$ cat src/rtl/tamp_pkg.sv
package tamp_pkg;
  localparam int NTAMP     = 2;
  localparam int BKP_WORDS = 20;
  localparam int DW        = 32;
  localparam int AW        = 6;
  localparam int FCW       = 4;   // filter sample counter width
  localparam int TCW       = 3;   // sample tick divider width
  localparam int BKP_IW    = $clog2(BKP_WORDS);

  localparam logic [AW-1:0] A_CFG  = 6'd0;
  localparam logic [AW-1:0] A_STAT = 6'd1;
  localparam logic [AW-1:0] A_TIME = 6'd2;
  localparam logic [AW-1:0] A_BKP0 = 6'd16;

  localparam int CFG_W  = 12;
  localparam int STAT_TSF  = 0;
  localparam int STAT_OVF  = 1;
  localparam int STAT_TF0  = 2;

  // configuration word, MSB first: [11:10] rate, [9:8] filt, [7] ts_en,
  // [6] ts_sel, [5] ts_on_tamp, [4] irq_en, [3:2] trg, [1:0] en
  typedef struct packed {
    logic [1:0]       rate;
    logic [1:0]       filt;
    logic             ts_en;
    logic             ts_sel;
    logic             ts_on_tamp;
    logic             irq_en;
    logic [NTAMP-1:0] trg;
    logic [NTAMP-1:0] en;
  } cfg_t;

  // number of consecutive samples needed in level mode
  function automatic logic [FCW-1:0] filt_need(input logic [1:0] f);
    return FCW'(1) << f;
  endfunction

  // mask applied to the free-running divider: tick every 2^rate cycles
  function automatic logic [TCW-1:0] tick_mask(input logic [1:0] r);
    return TCW'((TCW'(1) << r) - TCW'(1));
  endfunction

  // drop a timestamp select to pin 1 that collides with filtered pin 0
  function automatic cfg_t cfg_sanitize(input cfg_t c);
    cfg_t o;
    o = c;
    if (c.filt != 2'd0 && c.en[0]) o.ts_sel = 1'b0;
    return o;
  endfunction

  function automatic logic is_bkp(input logic [AW-1:0] a);
    return (a >= A_BKP0) && (a < A_BKP0 + AW'(BKP_WORDS));
  endfunction
endpackage

$ cat src/rtl/tamp_sync.sv
module tamp_sync #(
  parameter int W = 2
) (
  input  logic         clk,
  input  logic         rst_n,
  input  logic [W-1:0] d_async,
  output logic [W-1:0] q_sync
);
  logic [W-1:0] meta;

  always_ff @(posedge clk or negedge rst_n) begin
    if (!rst_n) begin
      meta   <= '0;
      q_sync <= '0;
    end else begin
      meta   <= d_async;
      q_sync <= meta;
    end
  end
endmodule

$ cat src/rtl/tamp_detect.sv
module tamp_detect
  import tamp_pkg::*;
(
  input  logic       clk,
  input  logic       rst_n,
  input  logic       en,
  input  logic       trg,
  input  logic [1:0] filt,
  input  logic       tick,
  input  logic       pin_s,
  output logic       evt
);
  logic           s_d;
  logic           active;
  logic           edge_hit;
  logic           lvl_hit;
  logic           lvl_mode;
  logic [FCW-1:0] need;
  logic [FCW-1:0] cnt;

  assign lvl_mode = (filt != 2'd0);
  assign need     = filt_need(filt);
  assign active   = trg ? ~pin_s : pin_s;
  assign edge_hit = trg ? (s_d & ~pin_s) : (~s_d & pin_s);
  assign lvl_hit  = lvl_mode && active && tick && (cnt == need - FCW'(1));
  assign evt      = en & (lvl_mode ? lvl_hit : edge_hit);

  always_ff @(posedge clk or negedge rst_n) begin
    if (!rst_n) s_d <= 1'b0;
    else        s_d <= pin_s;
  end

  always_ff @(posedge clk or negedge rst_n) begin
    if (!rst_n)                           cnt <= '0;
    else if (!en || !lvl_mode || !active) cnt <= '0;
    else if (tick && cnt != need)         cnt <= cnt + FCW'(1);
  end

  // an edge event lasts exactly one cycle while the trigger setup holds
  p_edge_pulse_r2: assert property (@(posedge clk) disable iff (!rst_n)
    (evt && !lvl_mode) |=> (!evt || !$stable(trg) || !$stable(filt) || $rose(en)));

  // an inactive sample empties the filter count
  p_filt_restart_r3: assert property (@(posedge clk) disable iff (!rst_n)
    (en && lvl_mode && !active) |=> (cnt == '0));

  // after a level event the counter sits saturated, so it cannot refire
  p_filt_sat_r3: assert property (@(posedge clk) disable iff (!rst_n)
    (evt && lvl_mode && $stable(filt)) |=> (!evt));
endmodule

$ cat src/rtl/tamp_ts_unit.sv
module tamp_ts_unit
  import tamp_pkg::*;
(
  input  logic          clk,
  input  logic          rst_n,
  input  logic          cap,
  input  logic [DW-1:0] time_in,
  input  logic          stat_rd,
  input  logic          stat_wr,
  input  logic          wr_tsf,
  input  logic          wr_ovf,
  output logic          tsf,
  output logic          tsovf,
  output logic [DW-1:0] time_q
);
  logic armed;

  always_ff @(posedge clk or negedge rst_n) begin
    if (!rst_n)              armed <= 1'b0;
    else if (stat_rd && tsf) armed <= 1'b1;
    else if (stat_wr)        armed <= 1'b0;
  end

  always_ff @(posedge clk or negedge rst_n) begin
    if (!rst_n) begin
      tsf    <= 1'b0;
      time_q <= '0;
    end else if (cap) begin
      tsf <= 1'b1;
      if (!tsf) time_q <= time_in;
    end else if (stat_wr && !wr_tsf && armed) begin
      tsf <= 1'b0;
    end
  end

  always_ff @(posedge clk or negedge rst_n) begin
    if (!rst_n)                 tsovf <= 1'b0;
    else if (cap && tsf)        tsovf <= 1'b1;
    else if (stat_wr && !wr_ovf) tsovf <= 1'b0;
  end

  // the timestamp flag only drops after an arming read and a STAT write
  p_tsf_clear_guard_r8: assert property (@(posedge clk) disable iff (!rst_n)
    $fell(tsf) |-> ($past(armed) && $past(stat_wr)));

  // overflow only rises when a capture meets an already set flag
  p_ovf_cause_r7: assert property (@(posedge clk) disable iff (!rst_n)
    $rose(tsovf) |-> ($past(tsf) && $past(cap)));

  // the captured time holds while the flag stays set
  p_time_hold_r7: assert property (@(posedge clk) disable iff (!rst_n)
    (tsf && !cap) |=> $stable(time_q));
endmodule

$ cat src/rtl/tamp_bkp_bank.sv
module tamp_bkp_bank
  import tamp_pkg::*;
(
  input  logic                           clk,
  input  logic                           bkp_rst_n,
  input  logic                           wipe,
  input  logic                           wr_en,
  input  logic [BKP_IW-1:0]              idx,
  input  logic [DW-1:0]                  wdata,
  output logic [BKP_WORDS-1:0][DW-1:0]   words
);
  for (genvar g = 0; g < BKP_WORDS; g++) begin : g_word
    always_ff @(posedge clk or negedge bkp_rst_n) begin
      if (!bkp_rst_n)                        words[g] <= '0;
      else if (wipe)                         words[g] <= '0;
      else if (wr_en && idx == BKP_IW'(g))   words[g] <= wdata;
    end
  end

  // a wipe leaves the whole bank empty in the next cycle
  p_wipe_r5: assert property (@(posedge clk) disable iff (!bkp_rst_n)
    wipe |=> (words == '0));

  // without a wipe or a write the bank content does not move
  p_bank_hold_r5: assert property (@(posedge clk) disable iff (!bkp_rst_n)
    (!wipe && !wr_en) |=> $stable(words));
endmodule

$ cat src/rtl/tamper_unit.sv
module tamper_unit
  import tamp_pkg::*;
(
  input  logic          clk,
  input  logic          rst_n,
  input  logic          bkp_rst_n,
  input  logic [1:0]    tamp_pin,
  input  logic [31:0]   time_in,
  input  logic          wr_en,
  input  logic          rd_en,
  input  logic [5:0]    addr,
  input  logic [31:0]   wdata,
  output logic [31:0]   rdata,
  output logic          irq
);
  cfg_t                         cfg;
  logic [NTAMP-1:0]             pin_s;
  logic [NTAMP-1:0]             pin_d;
  logic [NTAMP-1:0]             tamp_evt;
  logic [NTAMP-1:0]             tf;
  logic                         tamp_any;
  logic [TCW-1:0]               tick_cnt;
  logic                         tick;
  logic                         cfg_wr;
  logic                         stat_wr;
  logic                         stat_rd;
  logic                         bkp_wr;
  logic [BKP_IW-1:0]            bkp_idx;
  logic [BKP_WORDS-1:0][DW-1:0] bkp_words;
  logic                         ts_rise;
  logic                         ts_blocked;
  logic                         ts_direct;
  logic                         ts_cap;
  logic                         tsf;
  logic                         tsovf;
  logic [DW-1:0]                time_q;

  // register strobes
  assign cfg_wr  = wr_en && (addr == A_CFG);
  assign stat_wr = wr_en && (addr == A_STAT);
  assign stat_rd = rd_en && (addr == A_STAT);
  assign bkp_wr  = wr_en && is_bkp(addr);
  assign bkp_idx = BKP_IW'(addr - A_BKP0);

  always_ff @(posedge clk or negedge rst_n) begin
    if (!rst_n)      cfg <= '0;
    else if (cfg_wr) cfg <= cfg_sanitize(cfg_t'(wdata[CFG_W-1:0]));
  end

  // sample-rate divider
  always_ff @(posedge clk or negedge rst_n) begin
    if (!rst_n) tick_cnt <= '0;
    else        tick_cnt <= tick_cnt + TCW'(1);
  end
  assign tick = ((tick_cnt & tick_mask(cfg.rate)) == '0);

  tamp_sync #(.W(NTAMP)) u_sync (
    .clk     (clk),
    .rst_n   (rst_n),
    .d_async (tamp_pin),
    .q_sync  (pin_s)
  );

  for (genvar g = 0; g < NTAMP; g++) begin : g_det
    tamp_detect u_det (
      .clk   (clk),
      .rst_n (rst_n),
      .en    (cfg.en[g]),
      .trg   (cfg.trg[g]),
      .filt  (cfg.filt),
      .tick  (tick),
      .pin_s (pin_s[g]),
      .evt   (tamp_evt[g])
    );

    always_ff @(posedge clk or negedge rst_n) begin
      if (!rst_n)                                tf[g] <= 1'b0;
      else if (tamp_evt[g])                      tf[g] <= 1'b1;
      else if (stat_wr && !wdata[STAT_TF0 + g])  tf[g] <= 1'b0;
    end

    // an event always leaves its flag set, even against a clearing write
    p_flag_set_r4: assert property (@(posedge clk) disable iff (!rst_n)
      tamp_evt[g] |=> tf[g]);
  end

  assign tamp_any = |tamp_evt;

  // direct timestamp path on the selected pin
  always_ff @(posedge clk or negedge rst_n) begin
    if (!rst_n) pin_d <= '0;
    else        pin_d <= pin_s;
  end
  assign ts_rise    = pin_s[cfg.ts_sel] & ~pin_d[cfg.ts_sel];
  assign ts_blocked = (cfg.filt != 2'd0) && cfg.en[cfg.ts_sel];
  assign ts_direct  = cfg.ts_en && ts_rise && !ts_blocked;
  assign ts_cap     = ts_direct || (cfg.ts_on_tamp && tamp_any);

  tamp_ts_unit u_ts (
    .clk     (clk),
    .rst_n   (rst_n),
    .cap     (ts_cap),
    .time_in (time_in),
    .stat_rd (stat_rd),
    .stat_wr (stat_wr),
    .wr_tsf  (wdata[STAT_TSF]),
    .wr_ovf  (wdata[STAT_OVF]),
    .tsf     (tsf),
    .tsovf   (tsovf),
    .time_q  (time_q)
  );

  tamp_bkp_bank u_bkp (
    .clk       (clk),
    .bkp_rst_n (bkp_rst_n),
    .wipe      (tamp_any),
    .wr_en     (bkp_wr),
    .idx       (bkp_idx),
    .wdata     (wdata),
    .words     (bkp_words)
  );

  assign irq = cfg.irq_en & (|tf);

  always_comb begin
    rdata = '0;
    if (addr == A_CFG)       rdata = DW'(cfg);
    else if (addr == A_STAT) rdata = DW'({tf, tsovf, tsf});
    else if (addr == A_TIME) rdata = time_q;
    else if (is_bkp(addr))   rdata = bkp_words[bkp_idx];
  end

  // pin 1 is never the timestamp source while pin 0 is a filtered tamper
  p_sel_legal_r9: assert property (@(posedge clk) disable iff (!rst_n)
    !(cfg.ts_sel && cfg.en[0] && (cfg.filt != 2'd0)));

  // a tamper event with timestamp-on-tamper sets the timestamp flag
  p_ts_on_tamp_r7: assert property (@(posedge clk) disable iff (!rst_n)
    (tamp_any && cfg.ts_on_tamp) |=> tsf);

  // an event under an enabled interrupt raises irq next cycle
  p_irq_r6: assert property (@(posedge clk) disable iff (!rst_n)
    (tamp_any && cfg.irq_en && !cfg_wr) |=> irq);

  // a filtered, enabled selected pin never yields a direct timestamp
  p_ts_block_r10: assert property (@(posedge clk) disable iff (!rst_n)
    (ts_blocked && !(cfg.ts_on_tamp && tamp_any) && !tsf) |=> !tsf);
endmodule

$ cat config.mk
export PLATFORM = sky130hd
export DESIGN_NAME = tamper_unit
export DESIGN_NICKNAME = d
export VERILOG_FILES = /design/src/rtl/tamp_pkg.sv /design/src/rtl/tamp_sync.sv /design/src/rtl/tamp_detect.sv /design/src/rtl/tamp_ts_unit.sv /design/src/rtl/tamp_bkp_bank.sv /design/src/rtl/tamper_unit.sv
export SDC_FILE = /design/constraint.sdc
export NUM_CORES = 1
export LEC_CHECK = 0
export ABC_AREA = 1
export BUFFER_PORTS_ARGS = -buffer_cell sky130_fd_sc_hd__buf_2
export CELL_PAD_IN_SITES_DETAIL_PLACEMENT = 0
export CELL_PAD_IN_SITES_GLOBAL_PLACEMENT = 1
export CORE_ASPECT_RATIO = 1.5
export CORE_MARGIN = 3
export CORE_UTILIZATION = 49
export CTS_BUF_LIST = sky130_fd_sc_hd__clkbuf_8
export DETAILED_ROUTE_END_ITERATION = 10
export GPL_ROUTABILITY_DRIVEN = 0
export HOLD_SLACK_MARGIN = 0.12
export PLACE_DENSITY_LB_ADDON = 0.05
export SLEW_MARGIN = 5
export SYNTH_ARGS = -nofsm -noshare
export SYNTH_HDL_FRONTEND = slang
export SYNTH_SLANG_ARGS = --single-unit
$ cat constraint.sdc
create_clock -name clk -period 2.3 [get_ports clk]
set_input_delay 0 -clock clk [delete_from_list [all_inputs] [get_ports clk]]
set_output_delay 0 -clock clk [all_outputs]
set_load 0.03 [all_outputs]
# Yosys cells after proc, flatten, opt, wreduce, memory -nomap -nowiden
# Cells that the tools add are included.
dict set report word_totals {
  register_bits 708
  in_bits 77
}
dict set report op_classes {
  n_bitwise 15
  n_lt_le_gt_ge 4
  n_mux 73
  reduce_logical 95
  add_sub_neg 6
  eq_ne 25
  n_shift 2
}
# op n
set ops {}
lappend ops {{32-bit two-way mux} 45}
lappend ops {{32-bit binary-select mux with 5-bit select} 1}
lappend ops {{2-bit nonzero test} 29}
lappend ops {{1-bit logical AND} 45}
lappend ops {{5-bit by 4-bit equality test with 1-bit output, second input constant} 8}
lappend ops {{1-bit two-way mux} 23}
lappend ops {{5-bit by 3-bit equality test with 1-bit output, second input constant} 4}
lappend ops {{5-bit equality test, second input constant} 4}
lappend ops {{4-bit two-way mux} 4}
lappend ops {{5-bit by 2-bit equality test with 1-bit output, second input constant} 2}
lappend ops {{1-bit logical NOT} 10}
lappend ops {{4-bit by 1-bit adder with 4-bit output, second input constant} 2}
lappend ops {{1-bit bitwise AND} 8}
lappend ops {{4-bit equality test} 2}
lappend ops {{4-bit inequality test} 2}
lappend ops {{6-bit by 1-bit equality test with 1-bit output, second input constant} 1}
lappend ops {{6-bit by 2-bit equality test with 1-bit output, second input constant} 1}
lappend ops {{6-bit by 5-bit greater-or-equal comparator with 1-bit output, second input constant} 1}
lappend ops {{6-bit logical NOT} 1}
lappend ops {{5-bit by 6-bit < comparator with 1-bit output, second input constant} 1}
lappend ops {{6-bit < comparator, second input constant} 1}
lappend ops {{1-bit inverter} 6}
lappend ops {{5-bit by 1-bit equality test with 1-bit output, second input constant} 1}
lappend ops {{5-bit logical NOT} 1}
lappend ops {{other kinds (12)} 17}

# Logic depth before layout (Yosys ltp)
dict set report logic_depth {
  depth_word 13
  depth_mapped 16
  depth_no_buf 13
}

# Cells and area by module
# A second synthesis with hierarchy kept.
dict set report unflattened {
  cells_unflattened 4835
  area_unflattened_um2 35512.8
}
# mod instances seq_area_each_um2 area_per_inst_um2 cells_per_inst
set modules_own_cells {}
lappend modules_own_cells {tamp_bkp_bank 1 16015.4 25665.9 2952}
lappend modules_own_cells {tamper_unit 1 475.5 7465.9 1596}
lappend modules_own_cells {tamp_ts_unit 1 875.8 1410.1 155}
lappend modules_own_cells {tamp_detect 2 125.1 435.4 64}
lappend modules_own_cells {tamp_sync 1 100.1 100.1 4}

# Least setup slack after synthesis
# No wires, ideal clock.
dict set report synth_path {
  path_kind {flip-flop to flip-flop}
  start {register cfg[8] in the netlist's numbering}
  end {register u_ts.time_q[10]}
  t_required_ps 2183
  setup_ps 117
  arrival_ps 1805
  path_buffers 3
  path_slack_ps 378
  stages_incl_launch_ff 16
  period_less_slack_ps 1922
  cell_sequence {dfrtp_1 -> buf_2 -> nor2_2 -> nand2_1 -> nand2_1 -> nand3_1 -> o21bai_1 -> nand2_1 -> nand2_2 -> buf_6 -> nand2_1 -> nand2_2 -> nand2_2 -> buf_2 -> nand2_1 -> nand2_1}
}
dict set report synth_between {
  elab_chain_cells 10
}
# item line
set synth_lines {}
lappend synth_lines {{start, declared} tamper_unit.sv:16} ;# cfg_t cfg;
lappend synth_lines {{start signal, assigned} tamper_unit.sv:47} ;# else if (cfg_wr) cfg <= cfg_sanitize(cfg_t'(wdata[CFG_W-1:0]));
lappend synth_lines {{1-bit by 2-bit << shifter with 4-bit output or 2-bit nonzero test (tied branches)} {tamp_pkg.sv:35, tamp_detect.sv:21, tamper_unit.sv:95}}
lappend synth_lines {{4-bit by 1-bit subtractor with 4-bit output or 1-bit logical AND (tied branches)} tamp_detect.sv:25} ;# assign lvl_hit = lvl_mode && active && tick && (cnt == need - FCW'(1));
lappend synth_lines {{4-bit equality test or 1-bit logical AND (tied branches)} tamp_detect.sv:25}
lappend synth_lines {{1-bit logical AND} tamp_detect.sv:25}
lappend synth_lines {{1-bit two-way mux} tamp_detect.sv:26} ;# assign evt = en & (lvl_mode ? lvl_hit : edge_hit);
lappend synth_lines {{1-bit bitwise AND} tamp_detect.sv:26}
lappend synth_lines {{2-bit OR reduction} tamper_unit.sv:87} ;# assign tamp_any = |tamp_evt;
lappend synth_lines {{1-bit logical AND} tamper_unit.sv:97} ;# assign ts_cap = ts_direct || (cfg.ts_on_tamp && tamp_any);
lappend synth_lines {{1-bit logical OR (*)} tamper_unit.sv:97}
lappend synth_lines {{2-bit AND reduction (no line) (*)} --}
lappend synth_lines {{end signal, assigned} tamp_ts_unit.sv:30} ;# if (!tsf) time_q <= time_in;
lappend synth_lines {{end, declared} tamp_ts_unit.sv:14} ;# output logic [DW-1:0] time_q
# Mark *: on every way between the ends. The rest lies on a longest branch, timed or not.
# A chain may end at the register's enable or synchronous reset.

# Worst setup path in the final report
dict set report layout_path {
  start {register u_bkp.words[268] in the netlist's numbering}
  end {output port rdata[12]}
}
dict set report layout_between {
  elab_chain_cells 6
}
# item line
set layout_lines {}
lappend layout_lines {{start, declared} tamp_bkp_bank.sv:10} ;# output logic [BKP_WORDS-1:0][DW-1:0] words
lappend layout_lines {{start signal, assigned by index} tamp_bkp_bank.sv:16} ;# else if (wr_en && idx == BKP_IW'(g)) words[g] <= wdata;
lappend layout_lines {{32-bit binary-select mux with 5-bit select} tamper_unit.sv:130} ;# else if (is_bkp(addr)) rdata = bkp_words[bkp_idx];
lappend layout_lines {{32-bit two-way mux (not written as such)} tamper_unit.sv:130}
lappend layout_lines {{32-bit two-way mux} tamper_unit.sv:130}
lappend layout_lines {{32-bit two-way mux} tamper_unit.sv:129} ;# else if (addr == A_TIME) rdata = time_q;
lappend layout_lines {{32-bit two-way mux} tamper_unit.sv:128} ;# else if (addr == A_STAT) rdata = DW'({tf, tsovf, tsf});
lappend layout_lines {{32-bit two-way mux} tamper_unit.sv:127} ;# if (addr == A_CFG) rdata = DW'(cfg);
lappend layout_lines {{end, declared} tamper_unit.sv:13} ;# output logic [31:0] rdata,
# Every way passes these cells. The select of a mux whose other input is x is not followed.

==> results_dict.tcl <==
set metrics [dict create \
    outcome "finished, final reports clean" \
    grt_max_degree 77 \
    clock_sinks 706 \
    dieHeight_microns 313 \
    synthTopCellsByArea "dfrtp_1 57%, nand2_1 17%, o21ai_0 11%" \
    yosys_warnings 0 \
    holdWs_ns 0.178 \
    dr.pass1.iters 6 \
    crit_type "flop to output pin" \
    final_common_cell "nand2_1" \
    fillers 5459 \
    portBuffers 109 \
    die_x_microns 211 \
    crit_path_end_kind "output pin" \
    finalHoldViolCount 0 \
    p_comb_frac 0.323 \
    gr-total-overflow 0 \
    p_per_area_nw_per_um2 1210 \
    setup_violations 0 \
    finalCritPeriodShare 0.974 \
    clock_path_buffers 3 \
    p_switching_w 0.0173 \
    cts_made_buffers 108 \
    track_usage 0.319 \
    p_int_w 0.0295 \
    htreeDepth 3 \
    initialDrtViolationCount 2646 \
    synthesis.nets 3675 \
    period_needed_ns 2.24 \
    wl_met2_microns 52100 \
    antenna_found_initial 2 \
    drt-wirelength-per-cell_microns 22.5 \
    yosysSeqAreaShare 0.572 \
    core_sq_um 62400 \
    max-vdd-ir-drop_mv 0.657 \
    synth.distinct_cells 28 \
    static-leakage-power_nw 18.1 \
    rsz0062_at_grt "true" \
    start_kind "flop" \
    ys_seq_elements 706 \
    dp_hpwl_microns 63500 \
    final-instance-count-excl-fill 4746 \
    p_sw_frac 0.369 \
    cap_viol_max_count 0 \
    vias 27364 \
    fin_setup_tns_ns 0 \
    worstMarginPinSlew_ns 1.08 \
    dp.cells 4386 \
    sequentialPowerShare 0.457 \
    slew_headroom 0.276 \
    synth_top_cell_by_area "dfrtp_1" \
    fp.dieArea_sq_um 66100 \
    layout-drive-gt1-share 0.154 \
    worstSkewPairLatency_ns 0.73 \
    avgSynthCellArea_sq_um 8.59 \
    area_growth_pct 24.8 \
    rows 112 \
    drt_wl_total_microns 107000 \
    pin_count 110 \
    path_max_fanout 2 \
    cts-root-buf "clkbuf_8" \
    skew_ns 0.0240 \
    cts_tree "built" \
    place_area_sq_um 34000 \
    start_util 0.495 \
    stdcell_area_sq_um 38500 \
    grt_pass1_vias 27392 \
    routed.top_layer "met4" \
    layout.nets 3950 \
    hold_class "input pin to flop" \
    cp_data_required_time_ns 2.30 \
    final_cell_mix "1,347 x nand2_1, 704 x dfrtp_1, 642 x o21ai_0" \
    maxSlewViolCount 0 \
    route.detailed.drc 0 \
    viasPerCell 5.77 \
    netlist_area_sq_um 30900 \
    wl_met1_microns 42600 \
    ant_nets 0 \
    fmax_mhz 447 \
    synth_cells 3595 \
    grt_pass1_wl_microns 162000 \
    clkPwrFrac 0.220 \
    cp.arrival_ns 2.24 \
    synth_top_cell_area_share 0.572 \
    clkTransAtPathRegs_ns 0.06 \
    wl_met3_microns 6770 \
]
## critical path, cell delays in order, from the launching register on
cell,delay [ns]
dfrtp_1,0.38
a22oi_1,0.19
nand2_1,0.09
nand2_1,0.08
nand4_1,0.26
nand2_2,0.18
nand2_4,0.09
nand2_1,0.07
nand2_1,0.06
buf_6,0.14
## final cells by class
cell class	instances	area, sq um	area share
tap	798	998	0.0259
timing repair buffer	458	5230	0.136
clock inverter	50	256	0.00666
multi-input combinational	2551	12300	0.320
sequential	706	17700	0.459
inverter	45	176	0.00458
antenna	3	7.51	0.000195
clock buffer	135	1860	0.0482
## cell families after synthesis
logic type | count (synthesis) | share of synthesized area
and+or+nand+nor | 1605 | 0.205
xor gates and xnor gates | 5 | 0.00142
muxes | 4 | 0.00146
AOI/OAI and AO/OA | 931 | 0.171
buffers and inverters | 341 | 0.0474
DFF | 706 | 0.572
adders and majority gates | 3 | 0.00122
## timing repair
item,4_1_cts,5_1_grt
hold buffers,134,0
cloned,5,9
endpoints found under the hold margin,1397,0
setup buffers,10,16
resized for setup,70,102
pin swaps,42,49
setup endpoints to repair,175,331
## sequential cells by signal, indices dropped and copies added (netlist names)
register         count
u_sync.meta          2
cfg                 12
u_ts.tsovf           1
u_ts.tsf             1
u_ts.armed           1
g_det.u_det.cnt      8
pin_d                2
u_sync.q_sync        2
u_ts.time_q         32
tick_cnt             3
tf                   2
u_bkp.words        640
## final timing paths
check                                      start                to  slack [ns]  cells after the start
worst min register to register    u_sync.meta[1]  u_sync.q_sync[1]        0.40                      0
max in group asynchronous              bkp_rst_n   u_bkp.words[74]        1.26                      5
worst min-delay path                     addr[4]            cfg[9]        0.18                      7
min in group asynchronous                  rst_n   u_ts.time_q[24]        0.43                      4
worst max register to register            cfg[9]   u_bkp.words[20]        0.09                     13
worst max-delay path            u_bkp.words[268]         rdata[12]        0.06                      9
## Yosys cell counts
cell,instances
clkbuf_1,141
inv_2,2
nor3_1,2
o31ai_1,2
a21boi_0,1
a21oi_1,14
nand4_1,63
o211ai_1,4
mux2_2,4
inv_1,41
clkinv_1,2
nor2_1,47
xnor2_1,1
o21a_1,1
buf_1,14
ha_1,3
xor2_1,4
buf_2,139
nand3_1,68
nor2_2,21
buf_6,1
o21bai_1,2
nand2_2,4
o21ai_0,664
dfrtp_1,706
nand2_1,1400
buf_4,1
a22oi_1,243
## layer usage
| layer | GRT usage | up-vias |
|---|---|---|
| li1 | - | 12531 |
| met2 | 0.530 | 1091 |
| met4 | 0.160 | 0 |
| met1 | 0.415 | 13506 |
| met3 | 0.0407 | 236 |
| met5 | 0 | - |
## metrics by stage
step	power, W	setup slack (ns)	util
after CTS	0.0463	-0.00542	0.608
after floorplan	0.0289	0.378	-
after global placement	0.0344	-0.315	0.545
final	0.0468	0.0606	0.618
after detailed placement	0.0351	-0.479	0.545
after global routing	0.0498	-0.0222	0.618
## power groups by stage
| stage | sequential (W) | combinational, W | clock, W |
|---|---|---|---|
| final | 0.0214 | 0.0151 | 0.0103 |
| after global routing | 0.0220 | 0.0167 | 0.0110 |
| after CTS | 0.0212 | 0.0145 | 0.0105 |
| after detailed placement | 0.0214 | 0.0138 | 0 |
| after global placement | 0.0211 | 0.0134 | 0 |
| after floorplan | 0.0205 | 0.00836 | 0 |
Note: power is estimated with default switching activity, not from simulation.
